`src/rtl/fpr_pkg.sv`:
```
// Shared constants for the floating-point rename stage.
// Assumes: physical pool strictly larger than architectural file.
package fpr_pkg;
    localparam int unsigned FPR_ARCH_REGS = 32;
    localparam int unsigned FPR_PHYS_REGS = 40;
    localparam int unsigned FPR_NUM_SRC   = 3;
    localparam int unsigned FPR_OP_W      = 6;
endpackage

```
`src/rtl/fpr_map_table.sv`:
```
// Architectural-to-physical map table with NRD combinational read
// ports and one synchronous write port.
// Assumes: a write is visible to reads from the next cycle on, so
// a read of the entry being written returns the old mapping.
module fpr_map_table #(
    parameter int unsigned N_ARCH = 32,
    parameter int unsigned PW     = 6,
    parameter int unsigned NRD    = 4,
    localparam int unsigned AW    = $clog2(N_ARCH)
) (
    input  logic                   clk,
    input  logic                   rst_n,
    input  logic [NRD-1:0][AW-1:0] rd_idx,
    output logic [NRD-1:0][PW-1:0] rd_phys,
    input  logic                   wr_en,
    input  logic [AW-1:0]          wr_idx,
    input  logic [PW-1:0]          wr_phys
);
    logic [PW-1:0] map_q [N_ARCH];

    // Identity mapping on reset, single write per cycle otherwise.
    always_ff @(posedge clk) begin
        if (!rst_n) begin
            for (int i = 0; i < int'(N_ARCH); i++) begin
                map_q[i] <= PW'(i);
            end
        end else if (wr_en) begin
            map_q[wr_idx] <= wr_phys;
        end
    end

    // Read ports, one per requested operand.
    for (genvar g = 0; g < int'(NRD); g++) begin : g_rd
        assign rd_phys[g] = map_q[rd_idx[g]];
    end

    // a write never points an entry at its own previous value
    map_write_changes_chk: assert property (@(posedge clk) disable iff (!rst_n)
        wr_en |=> map_q[$past(wr_idx)] != $past(map_q[wr_idx]));
endmodule

```
`src/rtl/fpr_circ_queue.sv`:
```
// Circular FIFO of physical register numbers with head/tail pointers.
// Optionally comes out of reset full with INIT_BASE..INIT_BASE+DEPTH-1.
// Assumes: caller never pushes when full nor pops when empty;
// push and pop may occur together.
module fpr_circ_queue #(
    parameter int unsigned DEPTH     = 8,
    parameter int unsigned W         = 6,
    parameter bit          INIT_FULL = 1'b0,
    parameter int unsigned INIT_BASE = 0,
    localparam int unsigned PTRW     = (DEPTH > 1) ? $clog2(DEPTH) : 1,
    localparam int unsigned CW       = $clog2(DEPTH + 1)
) (
    input  logic          clk,
    input  logic          rst_n,
    input  logic          push,
    input  logic [W-1:0]  push_data,
    input  logic          pop,
    output logic [W-1:0]  head_data,
    output logic [CW-1:0] count,
    output logic          empty,
    output logic          full
);
    logic [W-1:0]    mem_q [DEPTH];
    logic [PTRW-1:0] head_q, tail_q;
    logic [CW-1:0]   cnt_q;

    function automatic logic [PTRW-1:0] ptr_inc(input logic [PTRW-1:0] p);
        return (p == PTRW'(DEPTH - 1)) ? '0 : p + 1'b1;
    endfunction

    // Storage: preload on reset if requested, write at tail on push.
    always_ff @(posedge clk) begin
        if (!rst_n) begin
            for (int i = 0; i < int'(DEPTH); i++) begin
                mem_q[i] <= INIT_FULL ? W'(INIT_BASE + i) : '0;
            end
        end else if (push) begin
            mem_q[tail_q] <= push_data;
        end
    end

    // Pointer and occupancy bookkeeping.
    always_ff @(posedge clk) begin
        if (!rst_n) begin
            head_q <= '0;
            tail_q <= '0;
            cnt_q  <= INIT_FULL ? CW'(DEPTH) : '0;
        end else begin
            if (push) tail_q <= ptr_inc(tail_q);
            if (pop)  head_q <= ptr_inc(head_q);
            case ({push, pop})
                2'b10:   cnt_q <= cnt_q + 1'b1;
                2'b01:   cnt_q <= cnt_q - 1'b1;
                default: cnt_q <= cnt_q;
            endcase
        end
    end

    assign head_data = mem_q[head_q];
    assign count     = cnt_q;
    assign empty     = (cnt_q == '0);
    assign full      = (cnt_q == CW'(DEPTH));


    q_no_overflow_chk: assert property (@(posedge clk) disable iff (!rst_n)
        push |-> !full);

    q_no_underflow_chk: assert property (@(posedge clk) disable iff (!rst_n)
        pop |-> !empty);

    q_fifo_order_chk: assert property (@(posedge clk) disable iff (!rst_n)
        (push && !pop && empty) |=> head_data == $past(push_data));
endmodule

```
`src/rtl/fp_rename_map.sv`:
```
// Rename stage of a floating-point unit. Sources are translated through
// the map table; a writing instruction takes the free-list head as its
// new destination and parks the displaced mapping in a pending-return
// queue, which drains one entry into the free list per completion.
// Assumes: completions arrive in the order renames happened; the map
// is not restored after exceptions here.
module fp_rename_map
    import fpr_pkg::*;
#(
    parameter int unsigned N_ARCH = FPR_ARCH_REGS,
    parameter int unsigned N_PHYS = FPR_PHYS_REGS,
    parameter int unsigned OP_W   = FPR_OP_W,
    localparam int unsigned AW    = $clog2(N_ARCH),
    localparam int unsigned PW    = $clog2(N_PHYS),
    localparam int unsigned SPARE = N_PHYS - N_ARCH,
    localparam int unsigned CW    = $clog2(SPARE + 1),
    localparam int unsigned NRD   = FPR_NUM_SRC + 1
) (
    input  logic            clk,
    input  logic            rst_n,
    input  logic            in_valid,
    input  logic [OP_W-1:0] in_op,
    input  logic            in_tgt_en,
    input  logic [AW-1:0]   in_tgt,
    input  logic [AW-1:0]   in_src0,
    input  logic [AW-1:0]   in_src1,
    input  logic [AW-1:0]   in_src2,
    input  logic            cmpl_valid,
    output logic            in_stall,
    output logic            out_valid,
    output logic [OP_W-1:0] out_op,
    output logic            out_tgt_en,
    output logic [PW-1:0]   out_tgt_phys,
    output logic [PW-1:0]   out_old_phys,
    output logic [PW-1:0]   out_src0_phys,
    output logic [PW-1:0]   out_src1_phys,
    output logic [PW-1:0]   out_src2_phys
);
    logic [NRD-1:0][AW-1:0] rd_idx;
    logic [NRD-1:0][PW-1:0] rd_phys;
    logic [PW-1:0]          fl_head, rq_head;
    logic [CW-1:0]          fl_cnt, rq_cnt;
    logic                   fl_empty, fl_full, rq_empty, rq_full;
    logic                   accept, alloc, release_one;

    // Lookup order: three sources, then destination for its old mapping.
    assign rd_idx = {in_tgt, in_src2, in_src1, in_src0};

    // Hold-off and event decode.
    always_comb begin
        in_stall    = in_valid && in_tgt_en && (fl_empty || rq_full);
        accept      = in_valid && !in_stall;
        alloc       = accept && in_tgt_en;
        release_one = cmpl_valid && !rq_empty;
    end

    fpr_map_table #(.N_ARCH(N_ARCH), .PW(PW), .NRD(NRD)) u_map (
        .clk     (clk),
        .rst_n   (rst_n),
        .rd_idx  (rd_idx),
        .rd_phys (rd_phys),
        .wr_en   (alloc),
        .wr_idx  (in_tgt),
        .wr_phys (fl_head)
    );

    fpr_circ_queue #(.DEPTH(SPARE), .W(PW), .INIT_FULL(1'b1),
                     .INIT_BASE(N_ARCH)) u_free (
        .clk       (clk),
        .rst_n     (rst_n),
        .push      (release_one),
        .push_data (rq_head),
        .pop       (alloc),
        .head_data (fl_head),
        .count     (fl_cnt),
        .empty     (fl_empty),
        .full      (fl_full)
    );

    fpr_circ_queue #(.DEPTH(SPARE), .W(PW), .INIT_FULL(1'b0),
                     .INIT_BASE(0)) u_ret (
        .clk       (clk),
        .rst_n     (rst_n),
        .push      (alloc),
        .push_data (rd_phys[NRD-1]),
        .pop       (release_one),
        .head_data (rq_head),
        .count     (rq_cnt),
        .empty     (rq_empty),
        .full      (rq_full)
    );

    // Output register stage for the renamed instruction.
    always_ff @(posedge clk) begin
        if (!rst_n) begin
            out_valid     <= 1'b0;
            out_op        <= '0;
            out_tgt_en    <= 1'b0;
            out_tgt_phys  <= '0;
            out_old_phys  <= '0;
            out_src0_phys <= '0;
            out_src1_phys <= '0;
            out_src2_phys <= '0;
        end else begin
            out_valid <= accept;
            if (accept) begin
                out_op        <= in_op;
                out_tgt_en    <= in_tgt_en;
                out_tgt_phys  <= in_tgt_en ? fl_head : '0;
                out_old_phys  <= in_tgt_en ? rd_phys[NRD-1] : '0;
                out_src0_phys <= rd_phys[0];
                out_src1_phys <= rd_phys[1];
                out_src2_phys <= rd_phys[2];
            end
        end
    end


    spare_conserved_chk: assert property (@(posedge clk) disable iff (!rst_n)
        (32'(fl_cnt) + 32'(rq_cnt)) == SPARE);

    stall_blocks_out_chk: assert property (@(posedge clk) disable iff (!rst_n)
        in_stall |=> !out_valid);

    new_differs_old_chk: assert property (@(posedge clk) disable iff (!rst_n)
        (out_valid && out_tgt_en) |-> out_tgt_phys != out_old_phys);

    no_tgt_no_alloc_chk: assert property (@(posedge clk) disable iff (!rst_n)
        (in_valid && !in_tgt_en && !cmpl_valid) |=> $stable(fl_cnt));

    empty_fl_stalls_chk: assert property (@(posedge clk) disable iff (!rst_n)
        (in_valid && in_tgt_en && fl_empty && cmpl_valid) |-> in_stall);
endmodule

```
`config.mk`:
```
export PLATFORM = sky130hd
export DESIGN_NAME = fp_rename_map
export DESIGN_NICKNAME = d
export VERILOG_FILES = /design/src/rtl/fpr_pkg.sv /design/src/rtl/fpr_map_table.sv /design/src/rtl/fpr_circ_queue.sv /design/src/rtl/fp_rename_map.sv
export SDC_FILE = /design/constraint.sdc
export NUM_CORES = 1
export LEC_CHECK = 0
export BUFFER_PORTS_ARGS = -buffer_cell sky130_fd_sc_hd__buf_2
export CORE_UTILIZATION = 53
export CTS_BUF_LIST = sky130_fd_sc_hd__clkbuf_8 sky130_fd_sc_hd__clkbuf_16
export DETAILED_ROUTE_END_ITERATION = 7
export GPL_TIMING_DRIVEN = 1
export PLACE_DENSITY = 0.7
export SLEW_MARGIN = 20
export SYNTH_ARGS = -nofsm -noshare
export SYNTH_HDL_FRONTEND = slang
export SYNTH_SLANG_ARGS = --single-unit
```
`constraint.sdc`:
```
create_clock -name clk -period 2.97 [get_ports clk]
set_input_delay 0.594 -clock clk [delete_from_list [all_inputs] [get_ports clk]]
set_output_delay 0.594 -clock clk [all_outputs]
set_load 0.1 [all_outputs]
```
# After elaboration in Yosys (flattened, before gate mapping)
# Memory sizes are Yosys's and may differ from the RTL's. A register that Yosys moved wholly into a read port is not among the register bits.
# Index checks and enable logic that the tools add are counted.
# W data, S select, Z words.
[totals]
latch_bits = 0
output_inout_bits = 39
n_memories = 3
mem_bits_rw = 288
romBits = 0
in_bits = 31
ff_bits = 40
[classes]
muxes = 28
div_mod_pow = 0
n_addsub = 8
n_mul = 0
n_reduce_logical = 18
magnitude_cmp = 0
n_eq_ne = 9
n_bitwise = 0
n_shift = 0
[memory_table]
columns = ["name", "words", "word_bits", "rd", "rd_clocked_by_memory_dff", "wr", "line_no", "text"]
rows = [
  ["u_map.map_q", 32, 6, 4, 3, 32, "fpr_map_table.sv:19", "logic [PW-1:0] map_q [N_ARCH];"],
  ["u_free.mem_q", 8, 6, 1, 1, 8, "fpr_circ_queue.sv:23", "logic [W-1:0] mem_q [DEPTH];"],
  ["u_ret.mem_q", 8, 6, 1, 1, 8, "fpr_circ_queue.sv:23", ""],
]
[ops]
columns = ["cell", "count"]
rows = [
  ["$mux W3", 10],
  ["$mux W6", 5],
  ["$reduce_or A6 Y1", 3],
  ["$pmux W4 S2", 2],
  ["$add A3 B1 Y3 const B", 4],
  ["$eq A3 B3 Y1 const B", 4],
  ["$mux W1", 10],
  ["$add A4 B1 Y4 const B", 2],
  ["$logic_not A4 Y1", 2],
  ["$sub A4 B1 Y4 const B", 2],
  ["$logic_and A1 B1 Y1", 5],
  ["$logic_not A1 Y1", 5],
  ["$mux W5", 1],
  ["$eq A2 B1 Y1 const B", 2],
  ["$eq A2 B2 Y1 const B", 2],
  ["$eq A4 B4 Y1 const B", 1],
  ["$reduce_bool A2 Y1", 2],
  ["$logic_or A1 B1 Y1", 1],
]

# Depth between registers and ports, before layout
[logic_depth]
depth_word = 11
mapped_depth = 12

# Cells and area by module
# A second synthesis with hierarchy kept.
[hier_totals]
cells_unflattened = 1374
area_unflattened_um2 = 20787.4
[modules_own_cells]
columns = ["module", "n_inst", "seq_area_each_um2", "area_each_um2", "cells_each"]
rows = [
  ["fpr_map_table", 1, 5765.5, 13586.8, 825],
  ["fpr_circ_queue at u_free", 1, 1701.6, 2894.0, 203],
  ["fpr_circ_queue at u_ret", 1, 1701.6, 2871.5, 199],
  ["fp_rename_map", 1, 760.7, 1435.1, 147],
]

# Worst setup path before layout
# OpenSTA, ideal clock, no wires.
[synth_timing]
path_kind = "register to output"
startpoint = "register u_ret.cnt_q[0], in the netlist u_ret.count[0]"
endpoint = "output in_stall"
setup_slack_ns = 0.152
n_path_buf = 0
path_stages_with_launch = 4
arrival_time_ns = 2.224
t_required_ns = 2.376
path_cell_list = "dfxtp_1 nor4b_2 nor2_1 nor2_1"
[synth_via]
elab_chain_len = 3
[synth_lines]
columns = ["item", "line_no", "text"]
rows = [
  ["from (decl)", "fpr_circ_queue.sv:25", "logic [CW-1:0] cnt_q;"],
  ["from (signal assigned)", "fpr_circ_queue.sv:47", "cnt_q <= INIT_FULL ? CW'(DEPTH) : '0;"],
  ["from (signal assigned)", "fpr_circ_queue.sv:52", "2'b10: cnt_q <= cnt_q + 1'b1;"],
  ["from (signal assigned)", "fpr_circ_queue.sv:53", "2'b01: cnt_q <= cnt_q - 1'b1;"],
  ["$eq A4 B4 Y1", "fpr_circ_queue.sv:62", "assign full = (cnt_q == CW'(DEPTH));"],
  ["$logic_or A1 B1 Y1", "fp_rename_map.sv:51", "in_stall = in_valid && in_tgt_en && (fl_empty || rq_full);"],
  ["$logic_and A1 B1 Y1", "fp_rename_map.sv:51", ""],
  ["to (decl)", "fp_rename_map.sv:29", "output logic in_stall,"],
]
# No other way between the ends.

# Final worst setup path
# Ends and elaborated chain as after synthesis.

==> flow_metrics.py <==
metrics = {
    "route": {
        "ant_nets": 0,
        "drt_pre_antenna_iters": 6,
        "viasPerCell": 6.56,
        "drc": 0,
        "detail_route.wl_per_cell_um": 26.1,
        "wl_um": 63600,
        "vias": 16000,
        "drt_iter0_markers": 2139,
    },
    "sta": {
        "maxSlewViolCount": 0,
        "finalClockSkew_ns": 0.0204,
        "tns_ns": 0,
        "rsz0062_at_grt": "false",
        "worst_pin_slew_ns": 0.752,
        "fin_crit_ns": 2.82,
        "setup_viol": 0,
        "max_freq_ghz": 0.355,
        "hold_viol_final": 0,
        "period_share_pct": 94.9,
        "max_slew_margin_pct": 49.6,
    },
    "clock_tree": {
        "ctsHoldBuffers": 0,
        "path_clk_slew_ns": 0.06,
        "cts.sinks": 352,
        "tritoncts": "done",
        "cts.repair.resized": 0,
        "post_cts_buffers": 0,
        "ctsHtreeMaxLevel": 2,
        "cts_buffer_depth": 3,
        "cts-root-buf": "clkbuf_16",
        "clk_latency_ns": 0.58,
        "cts_buffers": 39,
    },
    "synth": {
        "async_flop_share_pct": 0,
        "synth_edf_count": 288,
        "synth_compound_area_share_pct": 9.83,
        "synth-adder-area-share_pct": 1.06,
        "synth_area_um2": 20400,
        "yosysUniqueCellTypes": 43,
        "postSynthCellCount": 1848,
        "synth_top_family_by_area": "multiplexers",
        "syn_nets": 1895,
        "ys_warn_count": 0,
        "muxShareOfSynthArea_pct": 22.7,
        "synth-seq-area-share_pct": 48.7,
        "synth_xor_area_share_pct": 0.258,
        "ys_seq_elements": 352,
        "syn_avg_cell_area_um2": 11.0,
        "synth-simple-area-share_pct": 12.8,
        "synthFlopType": "edfxtp_1",
    },
    "global_routing": {
        "grtUsageTotal_pct": 33.0,
        "grt_pass1_wl_um": 95000,
        "overflow": 0,
        "antenna_found_initial": 3,
        "grt_pass1_vias": 15100,
        "grt_max_degree": 59,
    },
    "placed_design": {
        "dpl.cell_count": 2364,
        "dp_hpwl_um": 44600,
        "port_buffers": 69,
        "gp_congestion": 1.04,
    },
    "worst_setup_path": {
        "max_stage_delay_ns": 0.46,
        "critical_path_arrival_ns": 2.22,
        "path_class": "flop to output port",
        "crit_required_ns": 2.38,
        "crit_path_end_kind": "output port",
        "crit_fanout": 6,
        "cp_top_family": "buffers and inverters",
        "crit_path_frequent_cell": "nor2_1",
        "critPathLaunchType": "flop",
        "path_buf_inv": 2,
        "path_cells": "nor4b_2 > buf_4 > nor2_1 > nor2_1 > buf_2",
        "critical-path-slowest-cell": "nor4b_2",
    },
    "floorplan": {
        "io_pins": 70,
        "core_um2": 37800,
        "start_util_pct": 54.0,
        "die_h_um": 198,
        "rows": 71,
        "dieArea_um2": 39200,
        "die_w_um": 198,
    },
    "final_layout": {
        "nFillCells": 3087,
        "regArea_um2": 9930,
        "fin_cells": 2435,
        "syn_to_final_growth_pct": 11.7,
        "num-nets-final": 1941,
        "drive_above_1_share_pct": 16.5,
        "multiInputGateArea_um2": 9600,
        "n_antenna_cell": 0,
    },
    "flow_run": {
        "max_cap_violations": 0,
    },
    "power": {
        "p_leak_nw": 8.55,
        "peakVddDrop_mv": 0.530,
        "power_per_cell_area_nw_per_um2": 607,
    },
    "min_path": {
        "min_path_type": "input port to flop",
    },
    "status": {
        "status": "finished, final reports clean",
    },
}
## worst min-delay path, stage by stage
cell	delay, ns
buf_2	0.09
nand2_1	0.04
a21oi_1	0.05
## Yosys cell counts (10+ instances only)
cell / number / area share (%)
a21oi_1: 121 / 3.0
a22oi_1: 144 / 5.3
buf_2: 27 / 0.66
buf_4: 23 / 0.85
buf_6: 10 / 0.55
clkbuf_1: 76 / 1.4
dfxtp_1: 64 / 6.3
edfxtp_1: 288 / 42
ha_1: 14 / 0.86
inv_1: 49 / 0.90
mux2i_1: 300 / 15
mux4_2: 72 / 8.0
nand2_1: 215 / 4.0
nand3_1: 33 / 0.81
nor2_1: 233 / 4.3
nor3_1: 12 / 0.29
o21ai_0: 20 / 0.49
o22ai_1: 24 / 0.74
or2_2: 10 / 0.31
or3_1: 15 / 0.46
or4_1: 19 / 0.70
## cell families after synthesis
family	after synthesis
XOR/XNOR	6
AO/OA/AOI/OAI	320
multiplexers	372
flip-flops	352
adder cells (fa/ha/maj)	16
AND/OR/NAND/NOR	583
buffers and inverters	199
## worst paths after layout
check                          startpoint                            to  slack (ns)  depth (start not counted)
min                              in_op[1]        out_op[1]$_SDFFE_PN0N_        0.26                          3
min reg2reg  out_tgt_phys[5]$_SDFFE_PN0N_  out_tgt_phys[5]$_SDFFE_PN0N_        0.45                          2
max reg2reg   u_ret.count[0]$_SDFFE_PN0P_  u_free.count[3]$_SDFFE_PN1P_        0.44                         11
max           u_ret.count[0]$_SDFFE_PN0P_                      in_stall        0.15                          5
## registers in the layout, indices dropped and copies added, names as in the netlist, named ones only
name	count
u_ret.tail_q	3
out_src0_phys	6
u_ret.mem_q	48
out_op	6
out_old_phys	6
u_free.head_q	3
u_free.tail_q	3
out_valid	1
out_tgt_en	1
u_ret.head_q	3
u_free.count	4
u_map.map_q	192
u_free.mem_q	48
u_ret.count	4
out_src1_phys	6
out_tgt_phys	6
out_src2_phys	6
## per-layer routing
layer | wire (µm) | part of all wire, % | GRT usage [%] | up-vias
met1 | 25200 | 40 | 44.5 | 7842
met2 | 29000 | 46 | 52.1 | 965
met4 | 3050 | 4.8 | 15.7 | 6
li1 | - | - | - | 6966
met5 | 43 | 0.068 | 0 | -
met3 | 6250 | 9.8 | 5.59 | 197
## cell usage in the layout (no fill, tap or decap), types with 3 or more instances in the layout
master	n
nand3_1	33
ha_1	14
nor4_1	3
clkinv_1	9
dfxtp_1	64
mux4_2	72
clkbuf_16	40
nor2_2	6
or3_1	15
nor2b_1	3
buf_12	14
o21ai_0	20
and2_1	5
nand4_1	3
mux2i_4	6
buf_2	65
nand3b_1	3
nand2b_1	6
nand2_1	215
inv_1	60
mux2i_1	294
nor2b_2	5
clkinv_2	9
nor4_4	6
or4_1	19
buf_4	67
a22oi_1	144
or2_2	10
edfxtp_1	288
o21ai_1	7
bufinv_16	3
xor2_1	4
nor3_1	11
nor2_1	233
o22ai_1	24
a21oi_1	121
## where the power goes
group	leakage [nW]	switching (mW)	internal, mW
registers	3.15	0.265	5.59
clock network	0.680	2.07	2.79
logic	4.72	2.11	0.975
total	8.55	4.45	9.36
## per-stage QoR
stage          utilization (%)  setup WS [ns]  instance area [µm²]  hold slack, ns  power (mW)
2_1_floorplan                -          0.152                20400           0.451        7.99
3_3_place_gp              56.9          0.151                21500           0.438        8.94
3_5_place_dp              56.9          0.131                21500           0.444        9.00
4_1_cts                   60.3          0.124                22800           0.241        13.8
5_1_grt                   60.3        0.00881                22800           0.258        14.2
6_report                  60.3          0.151                22800           0.256        13.8
## cell type report
type / instances / area share [%]
clock buffer: 42 / 4.52
timing repair buffer: 146 / 4.87
sequential: 352 / 43.6
inverter: 58 / 0.956
clock inverter: 29 / 1.08
tap: 511 / 2.81
multi-input combinational: 1297 / 42.1
(Power assumes the default switching activity.)
